===== config.mk =====
export PLATFORM = sky130hd
export DESIGN_NAME = etp_prescaler
export DESIGN_NICKNAME = d
export VERILOG_FILES = /design/src/rtl/etp_pkg.sv /design/src/rtl/etp_flag.sv /design/src/rtl/etp_counter.sv /design/src/rtl/etp_prescaler.sv
export SDC_FILE = /design/constraint.sdc
export NUM_CORES = 1
export LEC_CHECK = 0
export BUFFER_PORTS_ARGS = -buffer_cell sky130_fd_sc_hd__buf_4
export CAP_MARGIN = 20
export CORE_MARGIN = 2
export CORE_UTILIZATION = 49
export DETAILED_ROUTE_END_ITERATION = 8
export PLACE_DENSITY = 0.88
export SYNTH_ARGS = -nofsm -noshare
export SYNTH_HDL_FRONTEND = slang
export SYNTH_HIERARCHICAL = 1
export SYNTH_SLANG_ARGS = --single-unit

===== constraint.sdc =====
create_clock -name clk -period 2.47 [get_ports clk]
set_clock_uncertainty 0.05 [all_clocks]
set_input_delay 0.741 -clock clk [delete_from_list [all_inputs] [get_ports clk]]
set_output_delay 0.741 -clock clk [all_outputs]
set_load 0.01 [all_outputs]

===== src/rtl/etp_pkg.sv =====
package etp_pkg;

  // What may block a channel from firing once its period is reached.
  typedef enum logic {
    GATE_EN      = 1'b0,  // enable bit only (conversion triggers)
    GATE_EN_FLAG = 1'b1   // enable bit and pending flag (interrupt)
  } gate_policy_e;

endpackage


===== src/rtl/etp_flag.sv =====
module etp_flag (
  input  logic clk,
  input  logic rst,
  input  logic set_i,
  input  logic clr_i,
  output logic flag_o
);

  always_ff @(posedge clk) begin
    if (rst) flag_o <= 1'b0;
    else if (set_i) flag_o <= 1'b1;
    else if (clr_i) flag_o <= 1'b0;
  end

  // a coincident set beats the clear
  a_r9_set_wins: assert property (@(posedge clk) disable iff (rst)
    (set_i && clr_i) |=> flag_o);

  a_r9_clear_alone: assert property (@(posedge clk) disable iff (rst)
    (clr_i && !set_i) |=> !flag_o);

endmodule


===== src/rtl/etp_counter.sv =====
module etp_counter
  import etp_pkg::*;
#(
  parameter int           CW     = 2,
  parameter gate_policy_e POLICY = GATE_EN
) (
  input  logic          clk,
  input  logic          rst,
  input  logic          evt_i,
  input  logic          en_i,
  input  logic          flag_i,
  input  logic [CW-1:0] period_i,
  output logic          fire_o,
  output logic          pulse_o,
  output logic [CW-1:0] count_o
);

  localparam logic [CW:0] ONE = {{CW{1'b0}}, 1'b1};

  logic          active;
  logic          reached;
  logic          allow;
  logic [CW:0]   count_inc;

  assign active    = (period_i != '0);
  assign count_inc = {1'b0, count_o} + ONE;
  assign reached   = active && (count_inc >= {1'b0, period_i});

  generate
    if (POLICY == GATE_EN_FLAG) begin : g_gate_flag
      assign allow = en_i && !flag_i;
    end else begin : g_gate_en
      assign allow = en_i;
    end
  endgenerate

  assign fire_o = evt_i && reached && allow;

  always_ff @(posedge clk) begin
    if (rst) begin
      count_o <= '0;
      pulse_o <= 1'b0;
    end else begin
      pulse_o <= fire_o;
      if (!active) begin
        count_o <= '0;
      end else if (evt_i) begin
        if (fire_o) count_o <= '0;
        else if (count_o < period_i) count_o <= count_inc[CW-1:0];
      end
    end
  end

  // a pulse leaves the counter at zero
  a_r6_cleared_on_pulse: assert property (@(posedge clk) disable iff (rst)
    pulse_o |-> (count_o == '0));

  // period 0 keeps the count at zero and blocks pulses
  a_r3_idle_count: assert property (@(posedge clk) disable iff (rst)
    (period_i == '0) |=> (count_o == '0));
  a_r3_no_pulse_idle: assert property (@(posedge clk) disable iff (rst)
    pulse_o |-> $past(period_i != '0));

  // a pulse needs an event and the enable bit
  a_r4_pulse_needs_enable: assert property (@(posedge clk) disable iff (rst)
    pulse_o |-> $past(evt_i && en_i));

  // a blocked channel holds at or above its period
  a_r7_hold_at_period: assert property (@(posedge clk) disable iff (rst)
    (active && !allow && (count_o >= period_i)) |=> (count_o == $past(count_o)));

  generate
    if (POLICY == GATE_EN_FLAG) begin : g_flag_chk
      // the interrupt channel never fires over a pending flag
      a_r7_no_fire_pending: assert property (@(posedge clk) disable iff (rst)
        pulse_o |-> $past(!flag_i));
    end
  endgenerate

endmodule


===== src/rtl/etp_prescaler.sv =====
module etp_prescaler
  import etp_pkg::*;
#(
  parameter  int NUM_CONV = 2,
  parameter  int CW       = 2,
  localparam int NCH      = NUM_CONV + 1
) (
  input  logic                    clk,
  input  logic                    rst,
  input  logic [NCH-1:0]          evt_i,
  input  logic [NCH-1:0]          en_i,
  input  logic [NCH-1:0][CW-1:0]  period_i,
  input  logic [NCH-1:0]          flag_clr_i,
  output logic [NCH-1:0]          pulse_o,
  output logic [NCH-1:0][CW-1:0]  count_o,
  output logic [NCH-1:0]          flag_o
);

  logic [NCH-1:0] fire;

  for (genvar c = 0; c < NCH; c++) begin : g_ch
    localparam gate_policy_e POL = (c == NUM_CONV) ? GATE_EN_FLAG : GATE_EN;

    etp_counter #(.CW(CW), .POLICY(POL)) i_cnt (
      .clk      (clk),
      .rst      (rst),
      .evt_i    (evt_i[c]),
      .en_i     (en_i[c]),
      .flag_i   (flag_o[c]),
      .period_i (period_i[c]),
      .fire_o   (fire[c]),
      .pulse_o  (pulse_o[c]),
      .count_o  (count_o[c])
    );

    etp_flag i_flag (
      .clk    (clk),
      .rst    (rst),
      .set_i  (fire[c]),
      .clr_i  (flag_clr_i[c]),
      .flag_o (flag_o[c])
    );

    // a pulse is always seen together with its flag
    a_r9_pulse_sets_flag: assert property (@(posedge clk) disable iff (rst)
      pulse_o[c] |-> flag_o[c]);
  end

endmodule


Word level (Yosys, flattened, before mapping)
Cells that the tools add are included.
- register bits after elaboration: 12
- input port bits: 17
- output and inout port bits: 12
- word-level logic and storage cells: 59
- add/sub/neg operators: 3
- magnitude comparators: 6
- muxes and demuxes: 12
- bitwise operators: 3
- reductions and logical operators: 26
- operators with widths (kind ; count):
    $reduce_bool A2 Y1 ; 9
    $mux W2 ; 6
    $logic_and A1 B1 Y1 ; 10
    $add A2 B1 Y3 const B ; 3
    $ge A3 B2 Y1 ; 3
    $lt A2 B2 Y1 ; 3
    $mux W1 ; 6
    $reduce_and A2 Y1 ; 3
    $reduce_or A2 Y1 ; 3
    $not A1 Y1 ; 3
    $logic_not A1 Y1 ; 1

Depth between registers and ports, before layout
- depth after elaboration: 7
- mapped depth: 7
- gate-level depth less buffers: 7

Cells and area by module
Netlist, hierarchy kept.
- by module, submodules not included (module ; times used ; cells each ; area each (um^2) ; sequential area each (um^2)):
    etp_counter (g_ch[0].i_cnt ...) ; 2 ; 28 ; 255.2 ; 60.1
    etp_counter (g_ch[2].i_cnt) ; 1 ; 24 ; 255.2 ; 60.1
    etp_flag ; 3 ; 4 ; 38.8 ; 20.0

Worst setup path after synthesis
Ideal clock, no wire load.
- path type: input to register
- from: input period_i[5] (netlist bit)
- to: register g_ch[2].i_flag.flag_o
- setup time: 0.066 ns
- arrival time: 1.919 ns
- required time: 2.354 ns
- path slack: 0.435 ns
- cell stages on the path: 5
- buffers on the path: 0
- path through: fa_1 -> a211o_1 -> a211oi_2 -> inv_1 -> a21oi_2
- word-level cells in the longest chain between the ends: 5
- elaborated cells between the ends (all ways): 7
- those cells by class: 1 x order compare; 1 x mux; 5 x reduce/logical
- RTL lines (item ; line ; text):
    from (decl) ; etp_prescaler.sv:12 ; input logic [NCH-1:0][CW-1:0] period_i,
    $ge A3 B2 Y1 / $reduce_bool A2 Y1 (equally long branches) ; etp_counter.sv:27, etp_counter.sv:25 ;
    $logic_and A1 B1 Y1 * ; etp_counter.sv:27 ; assign reached = active && (count_inc >= {1'b0, period_i});
    $logic_and A1 B1 Y1 * (2 in a row) ; etp_counter.sv:37 ; assign fire_o = evt_i && reached && allow;
    via fire[2] ; etp_prescaler.sv:19 ; logic [NCH-1:0] fire;
    $mux W1 / $reduce_bool A2 Y1 (equally long branches) ; - ;
    to (signal assigned) ; etp_flag.sv:10 ; if (rst) flag_o <= 1'b0;
    to (signal assigned) ; etp_flag.sv:11 ; else if (set_i) flag_o <= 1'b1;
    to (signal assigned) ; etp_flag.sv:12 ; else if (clr_i) flag_o <= 1'b0;
    to (decl) ; etp_flag.sv:6 ; output logic flag_o
Mark *: on every way through the listed nets, which the timed path passes. The rest lies on a longest branch.
A chain may end at the register's enable or synchronous reset.

Worst setup path in the final report
Same ends and word-level chain as after synthesis.

==> flow_metrics.py <==
metrics = {
    "power_and_ir_drop": {
        "p_per_area_mw_per_mm2": 429,
        "p_total_uw": 498,
        "pwr-share-clk_pct": 32.1,
        "switching_share_pct": 28.2,
        "p_sw_uw": 140,
        "pwr-share-comb_pct": 25.3,
        "power_leakage_uw": 0.000520,
        "vdd.ir_drop.worst_uv": 259,
        "p_int_uw": 358,
        "power_frac_seq_pct": 42.6,
    },
    "cells_and_area": {
        "seqCellArea_sq_um": 240,
        "n_fill_cell": 134,
        "mostFrequentLayoutCell": "buf_4",
        "layout-area-overhead-vs-synth_pct": 31.5,
        "final_net_count": 157,
        "multi_input_comb_area_sq_um": 597,
        "commonest_cells_after_routing_fill_and_taps_aside": "buf_4 (28), inv_1 (12), ha_1 (12), dfxtp_1 (12), o21ai_0 (6)",
        "drive_gt1_share_pct": 36.3,
        "insertedDiodeCount": 0,
        "fin_area_sq_mm": 0.00116,
    },
    "grt": {
        "grt_start_max_net_pins": 11,
        "grt_overflow_total": 0,
        "antenna_violations_before_repair": 0,
        "number_of_global_route_vias_before_repair": 720,
        "total_global_routing_track_utilization_pct": 19.3,
        "first_pass_grt_wire_length_microns": 2840,
    },
    "sta": {
        "worst_slew_margin_rel_pct": 76.8,
        "timing.setup.tns_ns": 0,
        "slew_violations": 0,
        "post-route-period-util_pct": 79.5,
        "grt_setup_unrepaired": "no",
        "hold_viol_final": 0,
        "max_clock_freq_mhz": 509,
        "period_minus_slack_ns": 1.96,
        "max_slew.worst_pin.slew_ns": 0.347,
        "setup_violations": 0,
        "final_critical_path_setup_slack_ns": 0.506,
    },
    "hold_path": {
        "worst_hold_path_type": "flop to flop",
    },
    "logic_synthesis": {
        "synth_nets": 124,
        "synth_seq_cells": 12,
        "post_synth_instance_area_sq_um": 882,
        "synth_top_cell_by_area": "dfxtp_1",
        "synth_ff_type": "dfxtp_1",
        "synth_top_cells_by_area": "dfxtp_1 (27%), ha_1 (17%), fa_1 (6.8%)",
        "synth_top_area_share_pct": 27.2,
        "synth_cells": 92,
        "synth-edff-count": 0,
        "synth_cell_types": 22,
        "yosysSeqAreaShare_pct": 27.2,
        "ys.warnings.count": 6,
        "syn_area_per_cell_sq_um": 9.59,
        "async_flop_share_pct": 0,
    },
    "cts": {
        "tritoncts": "done",
        "htree_num_levels": 1,
        "cts_buffers": 3,
        "ctsHoldBuffers": 0,
        "clock-sinks": 12,
        "post_cts.repair.setup_buffers": 0,
        "postcts_resize_cnt": 0,
        "cts_root_buf": "clkbuf_4",
        "clk-insertion-delay-late_ns": 0.27,
        "ctsLongestPathBuffers": 2,
        "clk_pin_slew_worst_paths_ns": 0.08,
    },
    "critical_path": {
        "cp_data_arrival_time_ns": 2.13,
        "path_cells": "buf_4 -> fa_1 -> a211o_1 -> a211oi_2 -> inv_1 -> a21oi_2",
        "worst_setup_path_start_kind": "input port",
        "worst-endpoint-required_ns": 2.63,
        "path_class": "input port to flop",
        "capturing_element_type_of_the_critical_path": "flop",
        "worst-path-max-fanout": 4,
        "worst_path_largest_cell_delay_ns": 0.42,
        "highest_delay_cell_along_the_critical_path": "fa_1",
    },
    "drt": {
        "detail_route.wl_per_cell_microns": 11.9,
        "num_vias": 764,
        "first_drt_pass_iteration_count": 4,
        "dr.first_iter.drc_count": 3,
        "drc": 0,
        "antenna_left": 0,
        "drt_wirelength_microns": 1770,
        "drt-vias-per-instance": 5.13,
    },
    "floorplan": {
        "row_count": 15,
        "io_pins": 29,
        "initial_utilization_pct": 51.6,
        "die_h_microns": 46.4,
        "die_width_microns": 46.4,
        "design.die.area_sq_mm": 0.00216,
        "fp.coreArea_sq_mm": 0.00171,
    },
    "place": {
        "total_placed_instance_area_sq_mm": 0.00112,
        "post-dp-hpwl_microns": 1500,
        "pre_cts_ws_ns": 0.210,
        "place.gp.congestion": 0.730,
        "io_buffers": 28,
    },
    "job": {
        "drv_cap": 0,
    },
    "status": {
        "run_status": "completed",
    },
}
==> per-layer routing <==
layer	vias to the layer above	routed length (microns)	share of wire, %	GRT usage [%]
met1	361	690	39	19.6
met3	2	76	4.3	4.71
met2	17	994	56	36.4
li1	384	-	-	-
met5	-	0	0	0
met4	0	12	0.68	8.57
==> logic make-up after synthesis <==
| kind of cell | share of synthesized area, % |
|---|---|
| compound gates | 23.0 |
| buf+inv | 5.11 |
| fa+ha+maj | 23.8 |
| flops | 27.2 |
| simple gates | 20.9 |
==> worst paths after layout <==
kind / cells after the start / slack, ns / end / startpoint
worst max-delay path: 6 / 0.51 / g_ch[2].i_flag/flag_o / period_i[5]
worst max register to register: 6 / 0.52 / g_ch[2].i_flag/flag_o / g_ch[2].i_cnt/count_o[0]
worst min-delay path: 2 / 0.44 / g_ch[0].i_flag/flag_o / g_ch[0].i_flag/flag_o
worst min register to register: 2 / 0.44 / g_ch[0].i_flag/flag_o / g_ch[0].i_flag/flag_o
==> state kept, by name, indices dropped and copies added (netlist names) <==
| name | count |
|---|---|
| g_ch.i_cnt/pulse_o | 3 |
| g_ch.i_flag/flag_o | 3 |
| g_ch.i_cnt/count_o | 6 |
==> worst max-delay path, delay by kind of cell <==
kind,cells,cell delay [ns]
AO/OA/AOI/OAI,3,0.74
buffers and inverters,2,0.22
adder cells (fa/ha/maj),1,0.42
==> per-stage QoR <==
step	utilization, %	hold slack (ns)	std cells
finish	67.9	0.437	149
global route	67.9	0.463	149
CTS	67.9	0.446	149
detailed placement	65.8	0.428	145
global placement	65.8	0.423	145
floorplan	-	0.451	92
==> layout make-up <==
cell class / instances / area share, %
Clock buffer: 4 / 3.13
Inverter: 12 / 3.88
Multi-Input combinational cell: 68 / 51.5
Sequential cell: 12 / 20.7
Tap cell: 25 / 2.70
Timing Repair Buffer: 28 / 18.1
==> Yosys cell counts, drive strengths merged (3+ instances only) <==
library cell,instances
a211o,3
a21oi,7
dfxtp,12
fa,3
ha,12
inv,12
nand2b,6
nand3b,3
nor2,5
nor2b,4
o21ai,6
or3,3
or3b,3
==> power groups by stage <==
stage | Clock, uW | Sequential [uW] | Combinational, uW
after floorplan | 0 | 219 | 67.6
after global placement | 0 | 216 | 121
after detailed placement | 0 | 216 | 127
after CTS | 167 | 212 | 127
after global routing | 176 | 214 | 140
final | 160 | 212 | 126
No activity file was read; power rests on OpenSTA's default activity.
